File: config.mk
export PLATFORM = sky130hd
export DESIGN_NAME = bus_arbiter_dt
export DESIGN_NICKNAME = d
export VERILOG_FILES = /design/src/rtl/bus_arb_pkg.sv /design/src/rtl/arb_pick.sv /design/src/rtl/gap_timer.sv /design/src/rtl/bus_arbiter_dt.sv
export SDC_FILE = /design/constraint.sdc
export NUM_CORES = 1
export LEC_CHECK = 0
export BUFFER_PORTS_ARGS = -buffer_cell sky130_fd_sc_hd__buf_2
export CORE_AREA = 8 8 45 47
export CTS_BUF_LIST = sky130_fd_sc_hd__clkbuf_4
export DETAILED_ROUTE_END_ITERATION = 8
export DIE_AREA = 0 0 53 55
export PLACE_DENSITY = 0.57
export SETUP_SLACK_MARGIN = 0.2
export SYNTH_ARGS = -nofsm -noshare
export SYNTH_HDL_FRONTEND = slang
export SYNTH_SLANG_ARGS = --single-unit
File: constraint.sdc
create_clock -name clk_i -period 3.6 [get_ports clk_i]
set_clock_uncertainty 0.15 [all_clocks]
set_input_delay 0.18 -clock clk_i [delete_from_list [all_inputs] [get_ports clk_i]]
set_output_delay 0.18 -clock clk_i [all_outputs]
set_load 0.01 [all_outputs]
File: src/rtl/bus_arb_pkg.sv
package bus_arb_pkg;
  typedef enum logic [1:0] {
    PH_IDLE = 2'd0,
    PH_GAP  = 2'd1,
    PH_HOLD = 2'd2
  } phase_e;
endpackage

File: src/rtl/arb_pick.sv
module arb_pick #(
  parameter int unsigned NUM_REQ = 2,
  parameter int unsigned IW      = 1
) (
  input  logic [NUM_REQ-1:0] req_i,
  input  logic [IW-1:0]      turn_i,
  input  logic               rr_i,
  output logic               any_o,
  output logic [IW-1:0]      idx_o
);
  function automatic int slot(input int k, input logic rr, input logic [IW-1:0] turn);
    int p;
    p = rr ? int'(turn) + k : k;
    if (p >= int'(NUM_REQ)) p = p - int'(NUM_REQ);
    return p;
  endfunction

  assign any_o = |req_i;

  // scan from the farthest slot down so the nearest requester overwrites
  always_comb begin
    idx_o = '0;
    for (int k = int'(NUM_REQ) - 1; k >= 0; k--) begin
      if (req_i[slot(k, rr_i, turn_i)]) idx_o = IW'(slot(k, rr_i, turn_i));
    end
  end
endmodule

File: src/rtl/gap_timer.sv
module gap_timer #(
  parameter int unsigned DEAD_CYCLES = 2
) (
  input  logic clk_i,
  input  logic rst_ni,
  input  logic busy_i,
  output logic ready_o
);
  generate
    if (DEAD_CYCLES == 0) begin : g_nogap
      logic unused_tie;
      assign unused_tie = ^{clk_i, rst_ni, busy_i};
      assign ready_o    = 1'b1;
    end else begin : g_gap
      localparam int unsigned CW = $clog2(DEAD_CYCLES + 1);
      logic [CW-1:0] cnt_q;

      // counts completed quiet cycles, saturating at DEAD_CYCLES
      always_ff @(posedge clk_i or negedge rst_ni) begin
        if (!rst_ni)                         cnt_q <= CW'(DEAD_CYCLES);
        else if (busy_i)                     cnt_q <= '0;
        else if (cnt_q != CW'(DEAD_CYCLES))  cnt_q <= cnt_q + CW'(1);
      end

      // true when the next cycle may carry a fresh enable
      assign ready_o = !busy_i && (int'(cnt_q) + 1 >= int'(DEAD_CYCLES));
    end
  endgenerate
endmodule

File: src/rtl/bus_arbiter_dt.sv
module bus_arbiter_dt
  import bus_arb_pkg::*;
#(
  parameter int unsigned NUM_REQ     = 2,
  parameter int unsigned DEAD_CYCLES = 2
) (
  input  logic               clk_i,
  input  logic               rst_ni,
  input  logic               rr_mode_i,
  input  logic [NUM_REQ-1:0] req_i,
  output logic [NUM_REQ-1:0] en_o
);
  localparam int unsigned IW = (NUM_REQ > 1) ? $clog2(NUM_REQ) : 1;

  phase_e        phase_q, phase_d;
  logic [IW-1:0] owner_q, owner_d;
  logic [IW-1:0] turn_q, turn_d;
  logic          mode_q, mode_d;
  logic [IW-1:0] win;
  logic          any_req, gap_ok, bus_busy, rr_sel;

  function automatic logic [IW-1:0] after(input logic [IW-1:0] i);
    if (int'(i) == int'(NUM_REQ) - 1) return '0;
    return i + IW'(1);
  endfunction

  always_comb begin
    en_o = '0;
    if (phase_q == PH_HOLD) en_o[owner_q] = 1'b1;
  end

  assign bus_busy = |en_o;
  assign rr_sel   = (phase_q == PH_IDLE) ? rr_mode_i : mode_q;

  arb_pick #(.NUM_REQ(NUM_REQ), .IW(IW)) u_pick (
    .req_i  (req_i),
    .turn_i (turn_q),
    .rr_i   (rr_sel),
    .any_o  (any_req),
    .idx_o  (win)
  );

  gap_timer #(.DEAD_CYCLES(DEAD_CYCLES)) u_gap (
    .clk_i   (clk_i),
    .rst_ni  (rst_ni),
    .busy_i  (bus_busy),
    .ready_o (gap_ok)
  );

  always_comb begin
    phase_d = phase_q;
    owner_d = owner_q;
    turn_d  = turn_q;
    mode_d  = mode_q;
    unique case (phase_q)
      PH_IDLE: begin
        mode_d = rr_mode_i;
        if (any_req) begin
          owner_d = win;
          if (gap_ok) begin
            phase_d = PH_HOLD;
            turn_d  = after(win);
          end else begin
            phase_d = PH_GAP;
          end
        end
      end
      PH_HOLD: begin
        // owner released: re-arbitrate in the same cycle
        if (!req_i[owner_q]) begin
          if (any_req) begin
            owner_d = win;
            if (gap_ok) begin
              phase_d = PH_HOLD;
              turn_d  = after(win);
            end else begin
              phase_d = PH_GAP;
            end
          end else begin
            phase_d = PH_IDLE;
          end
        end
      end
      PH_GAP: begin
        if (!req_i[owner_q]) begin
          phase_d = PH_IDLE;
        end else if (gap_ok) begin
          phase_d = PH_HOLD;
          turn_d  = after(owner_q);
        end
      end
      default: phase_d = PH_IDLE;
    endcase
  end

  always_ff @(posedge clk_i or negedge rst_ni) begin
    if (!rst_ni) begin
      phase_q <= PH_IDLE;
      owner_q <= '0;
      turn_q  <= '0;
      mode_q  <= 1'b0;
    end else begin
      phase_q <= phase_d;
      owner_q <= owner_d;
      turn_q  <= turn_d;
      mode_q  <= mode_d;
    end
  end
endmodule

# Word-level counts from Yosys, hierarchy flattened
# Index checks and enable logic that the tools add are counted.
# word_totals
reg_bits	7
in_bits	5
wordCells	95
# classes
n_addsub	7
magnitude_cmp	7
n_eq_ne	11
n_mux	53
reduce_logical	12
# op_table
operator	count
32-bit by 3-bit greater-or-equal comparator with 1-bit output (second input constant)	3
32-bit 2-to-1 mux	3
32-bit by 3-bit < comparator with 1-bit output (second input constant)	2
32-bit by 3-bit subtractor with 32-bit output (second input constant)	2
1-bit 2-to-1 mux	37
2-bit 2-to-1 mux	9
2-bit inequality test (second input constant)	8
8-bit AND reduction	1
2-bit case mux with 3 select lines	1
2-bit nonzero test	2
2-bit OR reduction	2
2-bit by 1-bit adder with 3-bit output (second input constant)	1
3-bit inequality test (second input constant)	1
1-bit case mux with 3 select lines	1
3-bit AND reduction	1
3-bit nonzero test	1
1-bit adder (second input constant)	2
1-bit by 1-bit adder with 2-bit output (second input constant)	1
2-bit by 1-bit adder with 2-bit output (second input constant)	1
2-bit by 1-bit == test with 1-bit output (second input constant)	1
2-bit == test (second input constant)	1
1-bit logical AND	2
2-bit zero test	1
1-bit by 2-bit < comparator with 1-bit output (second input constant)	1
5 further kinds	5

# Longest topological paths before layout
# depth
depth_word	20
mapped_depth	5
mapped_depth_nobuf	5

# Modules after synthesis
# A second synthesis with hierarchy kept.
# hier_totals
hier_cells	37
area_unflattened_um2	402.9
# by_module_without_submodules
mod	instances	cells_per_inst	area_per_inst_um2
bus_arbiter_dt	1	23	271.5
gap_timer	1	11	113.9
arb_pick	1	3	17.5

# Least setup slack after synthesis
# No wires, ideal clock.
# synth_path
path_type	reg2reg
startpoint	register u_gap.g_gap.cnt_q[1]
endpoint	register turn_q
arrival_ns	1.203
t_required_ns	3.328
setup_slack_ns	2.125
stages_incl_launch_ff	6
path_buffers	0
synth_period_minus_slack_ns	1.475
path_cell_list	dfstp_2 -> inv_1 -> ha_1 -> a2111o_1 -> nand2_1 -> o21ai_1
# synth_between
elab_chain_len	5
word_cells_on_any_way	7
classes_between	add/sub (1); order compare (1); eq/ne (3); reduce/logical (2)
# synth_rtl
item	line_no	source
start, declared	gap_timer.sv:16	logic [CW-1:0] cnt_q;
start signal, assigned	gap_timer.sv:20	if (!rst_ni) cnt_q <= CW'(DEAD_CYCLES);
start signal, assigned	gap_timer.sv:22	else if (cnt_q != CW'(DEAD_CYCLES)) cnt_q <= cnt_q + CW'(1);
2-bit by 1-bit adder with 3-bit output (*)	gap_timer.sv:26	assign ready_o = !busy_i && (int'(cnt_q) + 1 >= int'(DEAD_CYCLES));
32-bit by 3-bit greater-or-equal comparator with 1-bit output (*)	gap_timer.sv:26	
1-bit logical AND (*)	gap_timer.sv:26	
2-bit inequality test (no line)	-	
8-bit AND reduction (no line) (*)	-	
end signal, assigned	bus_arbiter_dt.sv:105	turn_q <= turn_d;
end, declared	bus_arbiter_dt.sv:17	logic [IW-1:0] turn_q, turn_d;
# Mark *: on every way between the ends. The rest lies on a longest branch, timed or not.
# A chain may end at the register's enable or synchronous reset.

# Final worst setup path
# layout_path
startpoint	register phase_q[1]
endpoint	output port en_o[1]
# layout_between
elab_chain_len	2
# layout_rtl
item	line_no	source
start, declared	bus_arbiter_dt.sv:15	phase_e phase_q, phase_d;
start signal, assigned	bus_arbiter_dt.sv:103	phase_q <= phase_d;
2-bit == test	bus_arbiter_dt.sv:29	if (phase_q == PH_HOLD) en_o[owner_q] = 1'b1;
2-bit 2-to-1 mux	bus_arbiter_dt.sv:29	
end, declared	bus_arbiter_dt.sv:11	output logic [NUM_REQ-1:0] en_o
# Every way passes these cells.

==> results.py <==
metrics = {
    "run_status": {
        "outcome": "complete, no violations",
    },
    "floorplanning": {
        "fp.coreArea_sq_um": 1384,
        "row_count": 14,
        "pin_count": 7,
        "die_width_microns": 53,
        "dieArea_sq_um": 2915,
        "initial_core_util": 0.3156,
        "die_h_microns": 55,
    },
    "global_route": {
        "antenna_found_initial": 0,
        "grt_pass1_wl_microns": 1373,
        "grtUsageTotal": 0.06637,
        "grt-ovfl-total": 0,
        "grt_pass1_vias": 324,
        "grt_max_degree": 10,
    },
    "setup_path": {
        "worstSetupEndpointType": "output pin",
        "crit_path_start_kind": "flip-flop",
        "crit_fanout": 9,
        "crit_arrival_ps": 1370,
        "required_ps": 3270,
        "crit_type": "flip-flop to output pin",
    },
    "cts": {
        "cts-resized-gates": 0,
        "hold_buffers": 1,
        "cts_root_buf": "clkbuf_4",
        "clk_path_buf_depth": 2,
        "post-cts-setup-buffers": 0,
        "cts_made_buffers": 3,
        "path_clk_slew_ps": 50,
        "cts_tree": "built",
        "clkLatencyLatePin_ps": 250,
        "clock-sinks": 7,
        "h-tree-depth": 1,
    },
    "final_layout": {
        "fin_cells": 72,
        "drive_gt1_frac": 0.2500,
        "multi_input_area_sq_um": 240.2,
        "nets": 64,
        "area_growth_pct": 18.05,
        "diodes": 0,
        "register_area_sq_um": 176.4,
        "n_fill_cell": 150,
    },
    "power_and_ir_drop": {
        "p_leak_nw": 0.2410,
        "fin_total_pwr_mw": 0.4352,
        "ir_worst_vdd_uv": 269.1,
        "power.density_nw_per_um2": 844.2,
    },
    "route": {
        "wl_per_cell_microns": 10.88,
        "drt_iter0_drc": 5,
        "drc_errors": 0,
        "via_count": 348,
        "drtPass1Iterations": 4,
        "postRouteAntennaNets": 0,
        "via_per_inst": 4.833,
        "wl_microns": 783,
    },
    "sta": {
        "worst_pin_slew_ps": 346.5,
        "slew_viol_final": 0,
        "period_share": 0.4721,
        "fin_setup_tns_ps": 0,
        "hold_violations": 0,
        "setup_violations": 0,
        "rsz0062_at_grt": "false",
        "period_needed_ps": 1700,
        "fmaxAchievable_mhz": 588.4,
        "slew_headroom": 0.7684,
        "whs_ps": 57.44,
    },
    "yosys": {
        "yosys.area.top_type": "dfrtp_1",
        "synth_seq_cells": 7,
        "synth_top_area_share": 0.3438,
        "synth_cells": 47,
        "yosysWarnings": 0,
        "ys_seq_area_frac": 0.4040,
        "synth_area_per_cell_sq_um": 9.291,
        "netlist_area_sq_um": 436.7,
        "ys_types": 25,
        "synthTopCellsByArea": "dfrtp_1, mux2i_1, nor2_1",
        "synthesis.nets": 54,
    },
    "placed_design": {
        "io_buffers": 6,
        "dp_hpwl_microns": 607.1,
        "numPlacedInstances": 67,
        "gp_congestion": 0.6857,
    },
    "worst_hold_path": {
        "hp-class": "primary input to flip-flop",
    },
    "flow_run": {
        "max_cap_viol_count": 0,
    },
}
[cells in the final DEF (no fill, tap or decap), types with 2 or more instances in the layout]
| cell type | instances |
|---|---|
| nor2_1 | 8 |
| nand2_1 | 3 |
| ha_1 | 2 |
| buf_2 | 6 |
| mux2i_1 | 3 |
| nand2b_1 | 2 |
| mux2_2 | 2 |
| clkbuf_4 | 3 |
| dfrtp_1 | 6 |
| a21oi_1 | 2 |
| inv_1 | 3 |
[worst max-delay path, cell delays in order, from the launching register on]
cell     delay [ps]
dfrtp_1         480
nor2b_1         330
and2_2          190
buf_2           120
[cell usage after synthesis]
master	number
buf_2	1
o21ai_1	1
dfstp_2	1
and2_2	1
nor2b_1	1
a21oi_1	2
inv_1	3
and2_1	1
mux2i_1	3
dfrtp_1	6
ha_1	2
o21ai_0	1
clkbuf_1	1
o221ai_1	1
xor2_1	1
nand3b_1	1
o22ai_1	1
nand2b_1	2
mux2_2	2
a22oi_1	1
nor2_1	8
nand2_1	3
a2111oi_1	1
a2111o_1	1
a311oi_1	1
[final timing paths]
kind / start / end / slack (ps) / cells after the start
min reg2reg: mode_q / mode_q / 370 / 1
max reg2reg: u_gap.g_gap.cnt_q[1] / turn_q / 2060 / 5
max in group asynchronous: rst_ni / u_gap.g_gap.cnt_q[1] / 2930 / 2
min in group asynchronous: rst_ni / phase_q[1] / 140 / 2
max: phase_q[1] / en_o[1] / 1900 / 3
min: rr_mode_i / mode_q / 60 / 2
[routing by layer]
metal	GRT usage	share of wire	vias up
met5	0	0	-
met4	0.09052	0.024	0
met3	0.01070	0.061	2
met2	0.09180	0.43	6
met1	0.07527	0.48	158
li1	-	-	182
[registers in the layout, summed over array words and instances, names as in the netlist]
signal and count:
owner_q 1, mode_q 1, u_gap.g_gap.cnt_q 2, turn_q 1, phase_q 2
[cell type report]
cell class,count,area share
clock buffer,3,0.04369
clock inverter,1,0.009709
inverter,3,0.02184
multi-input combinational,35,0.4660
sequential,7,0.3422
tap,16,0.03883
timing repair buffer,7,0.07767
[logic make-up after synthesis]
kind of cell / Yosys count / share of synthesized area
compound gates: 10 / 0.1662
xor+xnor: 1 / 0.02006
fa+ha+maj: 2 / 0.05730
buf+inv: 5 / 0.04582
flops: 7 / 0.4040
mux: 5 / 0.1203
simple gates: 17 / 0.1863
[per-stage QoR]
step | util | instance area (sq um) | worst slack [ps]
after floorplan | - | 436.7 | 2125
after global placement | 0.3454 | 478.0 | 2081
after detailed placement | 0.3454 | 478.0 | 2064
after CTS | 0.3725 | 515.5 | 1900
after global routing | 0.3725 | 515.5 | 1776
final | 0.3725 | 515.5 | 1900
[report_power, final]
part	total (mW)	switching, mW	internal [mW]	leakage (nW)
combinational	0.196	0.0971	0.0986	0.140
sequential	0.170	0.0465	0.123	0.0833
clock	0.0697	0.0291	0.0405	0.0177
total	0.435	0.173	0.263	0.241
(Power assumes the default switching activity.)
